==> src/rtl/buck_seq_pkg.sv <==
package buck_seq_pkg;

    // Which switch the output stage is driving.
    typedef enum logic [1:0] {
        DRV_OFF  = 2'd0,
        DRV_HIGH = 2'd1,
        DRV_LOW  = 2'd2
    } drv_e;

    // Control inputs gathered at the top edge.
    typedef struct packed {
        logic period_start;
        logic half_period;
        logic cmp_trip;
        logic ss_ready;
        logic idle;
    } ctl_in_t;

    // Desired switch, before dead-time insertion.
    function automatic drv_e pick_target(input logic idle,
                                         input logic hs_req,
                                         input logic ls_ok);
        if (idle)   return DRV_OFF;
        if (hs_req) return DRV_HIGH;
        if (ls_ok)  return DRV_LOW;
        return DRV_OFF;
    endfunction

endpackage

==> src/rtl/buck_hs_latch.sv <==
module buck_hs_latch #(
    parameter int MIN_ON_TICKS = 3
) (
    input  logic clk,
    input  logic rst,
    input  logic idle,
    input  logic period_start,
    input  logic half_period,
    input  logic cmp_trip,
    input  logic force_cut,
    input  logic gh_on,
    output logic hs_req
);
    // MIN_ON_TICKS must be 2 or more; the compare accounts for the
    // one-edge lag between demand and the gate output.
    localparam int MIN_LIM = (MIN_ON_TICKS >= 2) ? MIN_ON_TICKS - 2 : 0;
    localparam int OCW     = $clog2(MIN_LIM + 2);

    logic [OCW-1:0] on_cnt;
    logic           min_met;
    logic           trip_cut;
    logic           full_cut;

    assign min_met  = gh_on && (on_cnt >= OCW'(MIN_LIM));
    assign trip_cut = cmp_trip && min_met;
    assign full_cut = half_period && force_cut;

    always_ff @(posedge clk) begin
        if (rst || idle) begin
            hs_req <= 1'b0;
            on_cnt <= '0;
        end else if (period_start) begin
            hs_req <= 1'b1;
            on_cnt <= '0;
        end else begin
            if (hs_req && gh_on && (on_cnt < OCW'(MIN_LIM)))
                on_cnt <= on_cnt + 1'b1;
            if (hs_req && (trip_cut || full_cut))
                hs_req <= 1'b0;
        end
    end

    // a period start outside idle always raises demand
    assert_demand_set_R2: assert property (@(posedge clk) disable iff (rst)
        (period_start && !idle) |=> hs_req);

    // cleared demand waits for the next period start
    assert_demand_stays_clear_R2: assert property (@(posedge clk) disable iff (rst)
        (!hs_req && !period_start) |=> !hs_req);

endmodule

==> src/rtl/buck_full_duty_track.sv <==
module buck_full_duty_track #(
    parameter int FULL_DUTY_LIMIT = 20
) (
    input  logic clk,
    input  logic rst,
    input  logic idle,
    input  logic period_start,
    input  logic hs_req,
    output logic force_cut
);
    localparam int CW = $clog2(FULL_DUTY_LIMIT + 1);

    logic [CW-1:0] run_cnt;
    logic          held;   // demand unbroken since the last period start

    always_ff @(posedge clk) begin
        if (rst || idle) begin
            run_cnt <= '0;
            held    <= 1'b0;
        end else if (period_start) begin
            held <= 1'b1;
            if (held && hs_req) begin
                if (run_cnt < CW'(FULL_DUTY_LIMIT))
                    run_cnt <= run_cnt + 1'b1;
            end else begin
                run_cnt <= '0;
            end
        end else if (!hs_req) begin
            held <= 1'b0;
        end
    end

    assign force_cut = (run_cnt == CW'(FULL_DUTY_LIMIT));

    // the run never counts past its limit
    assert_run_bounded_R7: assert property (@(posedge clk) disable iff (rst)
        run_cnt <= CW'(FULL_DUTY_LIMIT));

    // a broken period restarts the run
    assert_run_restart_R8: assert property (@(posedge clk) disable iff (rst)
        (period_start && !held && !idle) |=> (run_cnt == '0));

    // idle restarts the run
    assert_idle_restart_R8: assert property (@(posedge clk) disable iff (rst)
        idle |=> (run_cnt == '0));

endmodule

==> src/rtl/buck_ls_permit.sv <==
module buck_ls_permit (
    input  logic clk,
    input  logic rst,
    input  logic idle,
    input  logic ss_ready,
    input  logic gh_on,
    output logic permit
);
    always_ff @(posedge clk) begin
        if (rst || idle)
            permit <= 1'b0;
        else if (gh_on || ss_ready)
            permit <= 1'b1;
    end

    // once granted, the permit holds until idle or reset
    assert_permit_sticky_R5: assert property (@(posedge clk) disable iff (rst)
        (permit && !idle) |=> permit);

    // idle withdraws the permit
    assert_idle_drops_permit_R10: assert property (@(posedge clk) disable iff (rst)
        idle |=> !permit);

endmodule

==> src/rtl/buck_deadtime_gate.sv <==
module buck_deadtime_gate
    import buck_seq_pkg::*;
#(
    parameter int DEAD_TICKS = 2
) (
    input  logic clk,
    input  logic rst,
    input  logic idle,
    input  logic hs_req,
    input  logic permit,
    output logic gh_on,
    output logic gl_on
);
    // DEAD_TICKS must be 1 or more.
    localparam int DCW = $clog2(DEAD_TICKS + 1);

    drv_e           cur;
    drv_e           target;
    logic [DCW-1:0] dead_cnt;

    assign target = pick_target(idle, hs_req, permit);

    always_ff @(posedge clk) begin
        if (rst) begin
            cur      <= DRV_OFF;
            dead_cnt <= '0;
        end else if (cur != DRV_OFF) begin
            if (target != cur) begin
                cur      <= DRV_OFF;
                dead_cnt <= DCW'(DEAD_TICKS - 1);
            end
        end else if (dead_cnt != '0) begin
            dead_cnt <= dead_cnt - 1'b1;
        end else if (target != DRV_OFF) begin
            cur <= target;
        end
    end

    assign gh_on = (cur == DRV_HIGH);
    assign gl_on = (cur == DRV_LOW);

    // Observation registers for the dead-time properties.
    drv_e           last_on;
    logic [DCW-1:0] off_run;

    always_ff @(posedge clk) begin
        if (rst) begin
            last_on <= DRV_OFF;
            off_run <= '0;
        end else begin
            if (cur != DRV_OFF) begin
                last_on <= cur;
                off_run <= '0;
            end else if (off_run < DCW'(DEAD_TICKS)) begin
                off_run <= off_run + 1'b1;
            end
        end
    end

    // low side rises only after a full dead time following the high side
    assert_gap_before_low_R4: assert property (@(posedge clk) disable iff (rst)
        ($rose(gl_on) && (last_on == DRV_HIGH)) |-> (off_run >= DCW'(DEAD_TICKS)));

    // high side rises only after a full dead time following the low side
    assert_gap_before_high_R4: assert property (@(posedge clk) disable iff (rst)
        ($rose(gh_on) && (last_on == DRV_LOW)) |-> (off_run >= DCW'(DEAD_TICKS)));

endmodule

==> src/rtl/buck_gate_sequencer.sv <==
module buck_gate_sequencer
    import buck_seq_pkg::*;
#(
    parameter int DEAD_TICKS      = 2,
    parameter int MIN_ON_TICKS    = 3,
    parameter int FULL_DUTY_LIMIT = 20
) (
    input  logic clk,
    input  logic rst,
    input  logic period_start,
    input  logic half_period,
    input  logic cmp_trip,
    input  logic ss_ready,
    input  logic idle,
    output logic gh_on,
    output logic gl_on
);
    ctl_in_t ctl;
    logic    hs_req;
    logic    force_cut;
    logic    permit;

    assign ctl = '{period_start: period_start,
                   half_period:  half_period,
                   cmp_trip:     cmp_trip,
                   ss_ready:     ss_ready,
                   idle:         idle};

    buck_hs_latch #(
        .MIN_ON_TICKS(MIN_ON_TICKS)
    ) u_latch (
        .clk          (clk),
        .rst          (rst),
        .idle         (ctl.idle),
        .period_start (ctl.period_start),
        .half_period  (ctl.half_period),
        .cmp_trip     (ctl.cmp_trip),
        .force_cut    (force_cut),
        .gh_on        (gh_on),
        .hs_req       (hs_req)
    );

    buck_full_duty_track #(
        .FULL_DUTY_LIMIT(FULL_DUTY_LIMIT)
    ) u_track (
        .clk          (clk),
        .rst          (rst),
        .idle         (ctl.idle),
        .period_start (ctl.period_start),
        .hs_req       (hs_req),
        .force_cut    (force_cut)
    );

    buck_ls_permit u_permit (
        .clk      (clk),
        .rst      (rst),
        .idle     (ctl.idle),
        .ss_ready (ctl.ss_ready),
        .gh_on    (gh_on),
        .permit   (permit)
    );

    buck_deadtime_gate #(
        .DEAD_TICKS(DEAD_TICKS)
    ) u_gate (
        .clk    (clk),
        .rst    (rst),
        .idle   (ctl.idle),
        .hs_req (hs_req),
        .permit (permit),
        .gh_on  (gh_on),
        .gl_on  (gl_on)
    );

    // High-side run length, kept for the minimum on-time property.
    localparam int GRW = $clog2(MIN_ON_TICKS + 1);
    logic [GRW-1:0] gh_run;

    always_ff @(posedge clk) begin
        if (rst)
            gh_run <= '0;
        else if (!gh_on)
            gh_run <= '0;
        else if (gh_run < GRW'(MIN_ON_TICKS))
            gh_run <= gh_run + 1'b1;
    end

    // outside idle, a high-side pulse is never shorter than the minimum
    assert_min_on_R3: assert property (@(posedge clk) disable iff (rst)
        ($fell(gh_on) && !$past(idle)) |-> (gh_run >= GRW'(MIN_ON_TICKS)));

    // idle turns both switches off at the next edge
    assert_idle_off_R9: assert property (@(posedge clk) disable iff (rst)
        idle |=> (!gh_on && !gl_on));

    // the low side never rises without the permit
    assert_low_needs_permit_R5: assert property (@(posedge clk) disable iff (rst)
        $rose(gl_on) |-> permit);

    // demand drops without a trip or idle only at an armed half-period strobe
    assert_cut_cause_R7: assert property (@(posedge clk) disable iff (rst)
        ($fell(hs_req) && !$past(idle) && !$past(cmp_trip))
            |-> ($past(half_period) && $past(force_cut)));

endmodule

==> config.mk <==
export PLATFORM = sky130hd
export DESIGN_NAME = buck_gate_sequencer
export DESIGN_NICKNAME = d
export VERILOG_FILES = /design/src/rtl/buck_seq_pkg.sv /design/src/rtl/buck_hs_latch.sv /design/src/rtl/buck_full_duty_track.sv /design/src/rtl/buck_ls_permit.sv /design/src/rtl/buck_deadtime_gate.sv /design/src/rtl/buck_gate_sequencer.sv
export SDC_FILE = /design/constraint.sdc
export NUM_CORES = 1
export LEC_CHECK = 0
export ABC_AREA = 1
export BUFFER_PORTS_ARGS = -buffer_cell sky130_fd_sc_hd__buf_4
export CORE_MARGIN = 2
export CORE_UTILIZATION = 56
export CTS_BUF_LIST = sky130_fd_sc_hd__clkbuf_16
export CTS_CLUSTER_DIAMETER = 60
export DETAILED_ROUTE_END_ITERATION = 8
export PLACE_DENSITY_LB_ADDON = 0.3
export SETUP_SLACK_MARGIN = 0.05
export SLEW_MARGIN = 20
export SYNTH_ARGS = -nofsm -noshare
export SYNTH_HDL_FRONTEND = slang
export SYNTH_SLANG_ARGS = --single-unit
==> constraint.sdc <==
create_clock -name clk -period 2.95 [get_ports clk]
set_input_delay 0.295 -clock clk [delete_from_list [all_inputs] [get_ports clk]]
set_output_delay 0.295 -clock clk [all_outputs]
set_load 0.02 [all_outputs]
## Yosys cells after proc, flatten, opt, wreduce, memory -nomap -nowiden

Index checks and enable logic that the tools add are counted.

- Order comparisons: 3
- Equality and inequality tests: 8
- Add/subtract/negate cells: 3
- Muxes and demuxes: 25
- Reductions and logical operators: 20

Operator list:

| cell | count |
|---|---|
| two-way mux 2 bit | 13 |
| nonzero test 2 bit | 6 |
| two-way mux 1 bit | 10 |
| two-way mux 5 bit | 2 |
| logical AND 1 bit | 7 |
| inequality test 2 bit (second input constant) | 3 |
| adder 5 x 1 -> 5 bit (second input constant) | 1 |
| equality test 5 bit (second input constant) | 1 |
| less-than comparator 5 bit (second input constant) | 1 |
| AND reduction 2 bit | 2 |
| logical OR 1 bit | 3 |
| AND reduction 3 bit | 1 |
| adder 2 x 1 -> 2 bit (second input constant) | 1 |
| equality test 2 x 1 -> 1 bit (second input constant) | 1 |
| equality test 2 bit (second input constant) | 1 |
| >= comparator 2 x 1 -> 1 bit (second input constant) | 1 |
| less-than comparator 2 x 1 -> 1 bit (second input constant) | 1 |
| inequality test 2 x 1 -> 1 bit (second input constant) | 1 |
| inequality test 2 bit | 1 |
| OR reduction 2 bit | 1 |
| subtractor 2 x 1 -> 2 bit (second input constant) | 1 |

- Output and inout bits: 2
- Logic and storage cells: 66
- Flip-flop bits (word level): 14

## Logic depth before layout (Yosys ltp)

- Depth in word-level cells: 11
- Gate-level depth with buffers: 8
- Mapped depth without buffers: 8

## Modules after synthesis

From an unflattened synthesis, not the netlist that was laid out.

- Cell total of the unflattened synthesis: 132
- Area, all modules: 845.8 um^2

By module, submodules not included:

| module | area each (um^2) | sequential area each (um^2) | instances | cells an instance |
|---|---|---|---|---|
| buck_full_duty_track | 371.6 | 120.1 | 1 | 61 |
| buck_deadtime_gate | 261.5 | 80.1 | 1 | 40 |
| buck_hs_latch | 162.7 | 60.1 | 1 | 24 |
| buck_ls_permit | 50.0 | 20.0 | 1 | 7 |

## Worst setup path after synthesis

Ideal clock, no wire load.

- Path type: register -> register
- Start point: register u_gate.cur[0]
- End point: register u_latch.on_cnt[0]
- Cell stages (with the launch flop): 6
- Setup slack: 1868 ps
- Arrival: 963 ps
- Required time: 2831 ps
- Library setup time: 119 ps
- Cell sequence: dfxtp_1 > inv_1 > nor2_4 > nand3_1 > o21ai_0 > a21oi_1

- Word-level cells in the longest chain between the ends: 3

Ends and longest elaborated chain:

| element | RTL line | RTL |
|---|---|---|
| from (decl) | buck_deadtime_gate.sv:17 | `drv_e cur;` |
| from (signal assigned) | buck_deadtime_gate.sv:35 | `cur <= target;` |
| equality test 2 x 1 -> 1 bit | buck_deadtime_gate.sv:39 | `assign gh_on = (cur == DRV_HIGH);` |
| named net gh_on | buck_gate_sequencer.sv:15 | `output logic gh_on,` |
| logical AND 1 bit (2 in series) | buck_hs_latch.sv:36 | `if (hs_req && gh_on && (on_cnt < OCW'(MIN_LIM)))` |
| to (signal assigned) | buck_hs_latch.sv:37 | `on_cnt <= on_cnt + 1'b1;` |
| to (decl) | buck_hs_latch.sv:19 | `logic [OCW-1:0] on_cnt;` |

The timed path passes the listed nets, and every way through them passes these cells.
A chain may end at the register's enable or synchronous reset.

## Final worst setup path

- Start point: register u_gate.cur[0]
- End point: output port gh_on

- Word-level cells in the longest chain between the ends: 1

Ends and longest elaborated chain:

| element | RTL line |
|---|---|
| equality test 2 x 1 -> 1 bit | buck_deadtime_gate.sv:39 |
| to (decl) | buck_gate_sequencer.sv:15 |

Every way passes these cells.

==> impl_metrics.json <==
{
  "synth_area_per_cell_um2": 6.771,
  "status": "finished, final reports clean",
  "nets": 142,
  "critical_path_buf_inv_count": 2,
  "drive_gt1_frac": 0.1318,
  "syn_area_um2": 805.8,
  "placed_area_um2": 873.3,
  "cts.repair.resized": 0,
  "path_class": "reg2out",
  "grt_max_degree": 10,
  "endpoint_kind": "output port",
  "start_util": 0.6116,
  "num_io_pins": 9,
  "grt_overflow_total": 0,
  "slowest_stage": "dfxtp_1",
  "coreArea_um2": 1318,
  "antenna_left": 0,
  "crit_path_start_kind": "flop",
  "port_buffers": 8,
  "clk_pin_slew_ns": 0.04,
  "row_count": 13,
  "grt_pass1_wl_mm": 2.815,
  "syn_inst": 119,
  "cts_tree": "done",
  "final_cell_count_no_fill": 144,
  "ctsHtreeMaxLevel": 1,
  "hold_viol": 0,
  "die_h_um": 41.93,
  "synth_top_cell_area_share": 0.3478,
  "clkSinkCount": 14,
  "max_freq_ghz": 0.7555,
  "p_total_mw": 0.6497,
  "ys_ff_latch": 14,
  "root_buffer": "clkbuf_16",
  "num_vias": 764,
  "cp_max_fo": 4,
  "dp_hpwl_mm": 1.143,
  "antenna_found_initial": 0,
  "die_w_um": 41.93,
  "maxCapViolations": 0,
  "syn_nets": 130,
  "hold_path_class": "in2reg",
  "clock_path_buffers": 2,
  "yosysTopAreaCell": "dfxtp_1",
  "fin_setup_tns_ns": 0,
  "slew_headroom": 0.7950,
  "p_leak_nw": 0.4192,
  "cp_data_required_time_ns": 2.65,
  "cts_buffers": 3,
  "avgViaCountPerCell": 5.306,
  "cp_top_family": "flip-flops",
  "first_iter_violations": 37,
  "synth.distinct_cells": 18,
  "antenna_cells": 0,
  "grt_pass1_vias": 707,
  "synth.yosys.warnings": 0,
  "power_density_nw_per_um2": 685.0,
  "finalSetupViolations": 0,
  "cts_setup_buffers": 0,
  "routabilityCongestion": 0.9028,
  "first_pass_iters": 4,
  "wl_per_cell_um": 11.08,
  "dp.cells": 141,
  "final_common_cell": "nand2_1",
  "drc": 0,
  "worstMarginPinSlew_ns": 0.3067,
  "syn2layout_area_growth_pct": 17.70,
  "mostFrequentLayoutCells": "nand2_1, nor2_1, inv_1",
  "fin_crit_sh": 0.4487,
  "dieArea_um2": 1758,
  "insertion_delay_ns": 0.24,
  "fin_skew_ns": 0.001351,
  "crit_arrival_ns": 1.03,
  "cts_hold_buf": 0,
  "slowest_delay_ns": 0.39,
  "final_area_um2": 948.4,
  "crit_chain": "inv_1 > nor2_4 > buf_4",
  "rsz0062_at_grt": "false",
  "synth_area_leaders": "dfxtp_1, nand2_1, nor2_1, inv_1, nand3_1",
  "whs_ns": 0.2264,
  "fin_crit_ns": 1.324,
  "finalMaxSlewViolations": 0,
  "ir_worst_vdd_uv": 403.3,
  "grt.total_usage": 0.2067,
  "wl_mm": 1.595,
  "ys_seq_area_frac": 0.3478
}
-- worst paths after layout --
kind,depth (start not counted),slack (ns),to,from
worst max register to register,6,1.73,u_gate.dead_cnt[1],u_gate.dead_cnt[0]
worst min-delay path,2,0.23,u_gate.dead_cnt[1],rst
worst max-delay path,3,1.63,gh_on,u_gate.cur[0]
worst min register to register,2,0.45,u_latch.on_cnt[1],u_latch.on_cnt[1]
-- cell usage after synthesis --
cell	number
a21oi_1	9
buf_6	1
dfxtp_1	14
ha_1	4
inv_1	18
nand2_1	22
nand2_2	1
nand3_1	13
nand3b_1	1
nand4_1	5
nor2_1	20
nor2_2	1
nor2_4	3
nor3_1	1
o21ai_0	3
o21ai_2	1
or2_0	1
xor2_1	1
-- cells by family (layout without fill, tap and decap cells) --
family / count (synthesis) / in the layout / share of synthesized area
and+or+nand+nor: 68 / 68 / 0.3960
buffers and inverters: 19 / 29 / 0.09782
DFF: 14 / 14 / 0.3478
AOI/OAI and AO/OA: 13 / 13 / 0.08540
adders and majority gates: 4 / 4 / 0.06211
xor gates and xnor gates: 1 / 1 / 0.01087
-- through the flow --
stage                       util  worst slack, ns
after floorplan                -            1.868
after global placement    0.6629            1.802
after detailed placement  0.6629            1.764
after CTS                 0.7198            1.622
after global routing      0.7198            1.551
final                     0.7198            1.626
-- flip-flops by register name, indices dropped and copies added (netlist names) --
name and flops:
u_permit.permit 1, u_latch.on_cnt 2, u_track.run_cnt 5, u_gate.dead_cnt 2, u_latch.hs_req 1, u_track.held 1
u_gate.cur 2
-- where the power goes --
part	internal (mW)	total (mW)	switching, mW
sequential	0.210	0.228	0.0180
combinational	0.0662	0.177	0.110
clock	0.176	0.245	0.0687
-- routing by layer --
layer | routed length [um] | global-route usage | vias to the layer above
li1 | - | - | 403
met1 | 755 | 0.2554 | 340
met2 | 748 | 0.3250 | 19
met3 | 74 | 0.06087 | 2
met4 | 17 | 0.1032 | 0
met5 | 0 | 0 | -
-- area by class of cell --
type | instances | area (um2)
multi-input cells | 86 | 446.7
flip-flops and latches | 14 | 280.3
fillers | 111 | 369.1
repair buffers | 8 | 60.06
well taps | 15 | 18.77
clock buffers | 3 | 75.07
inverters | 18 | 67.56
Power figures use the tool's default switching activity.
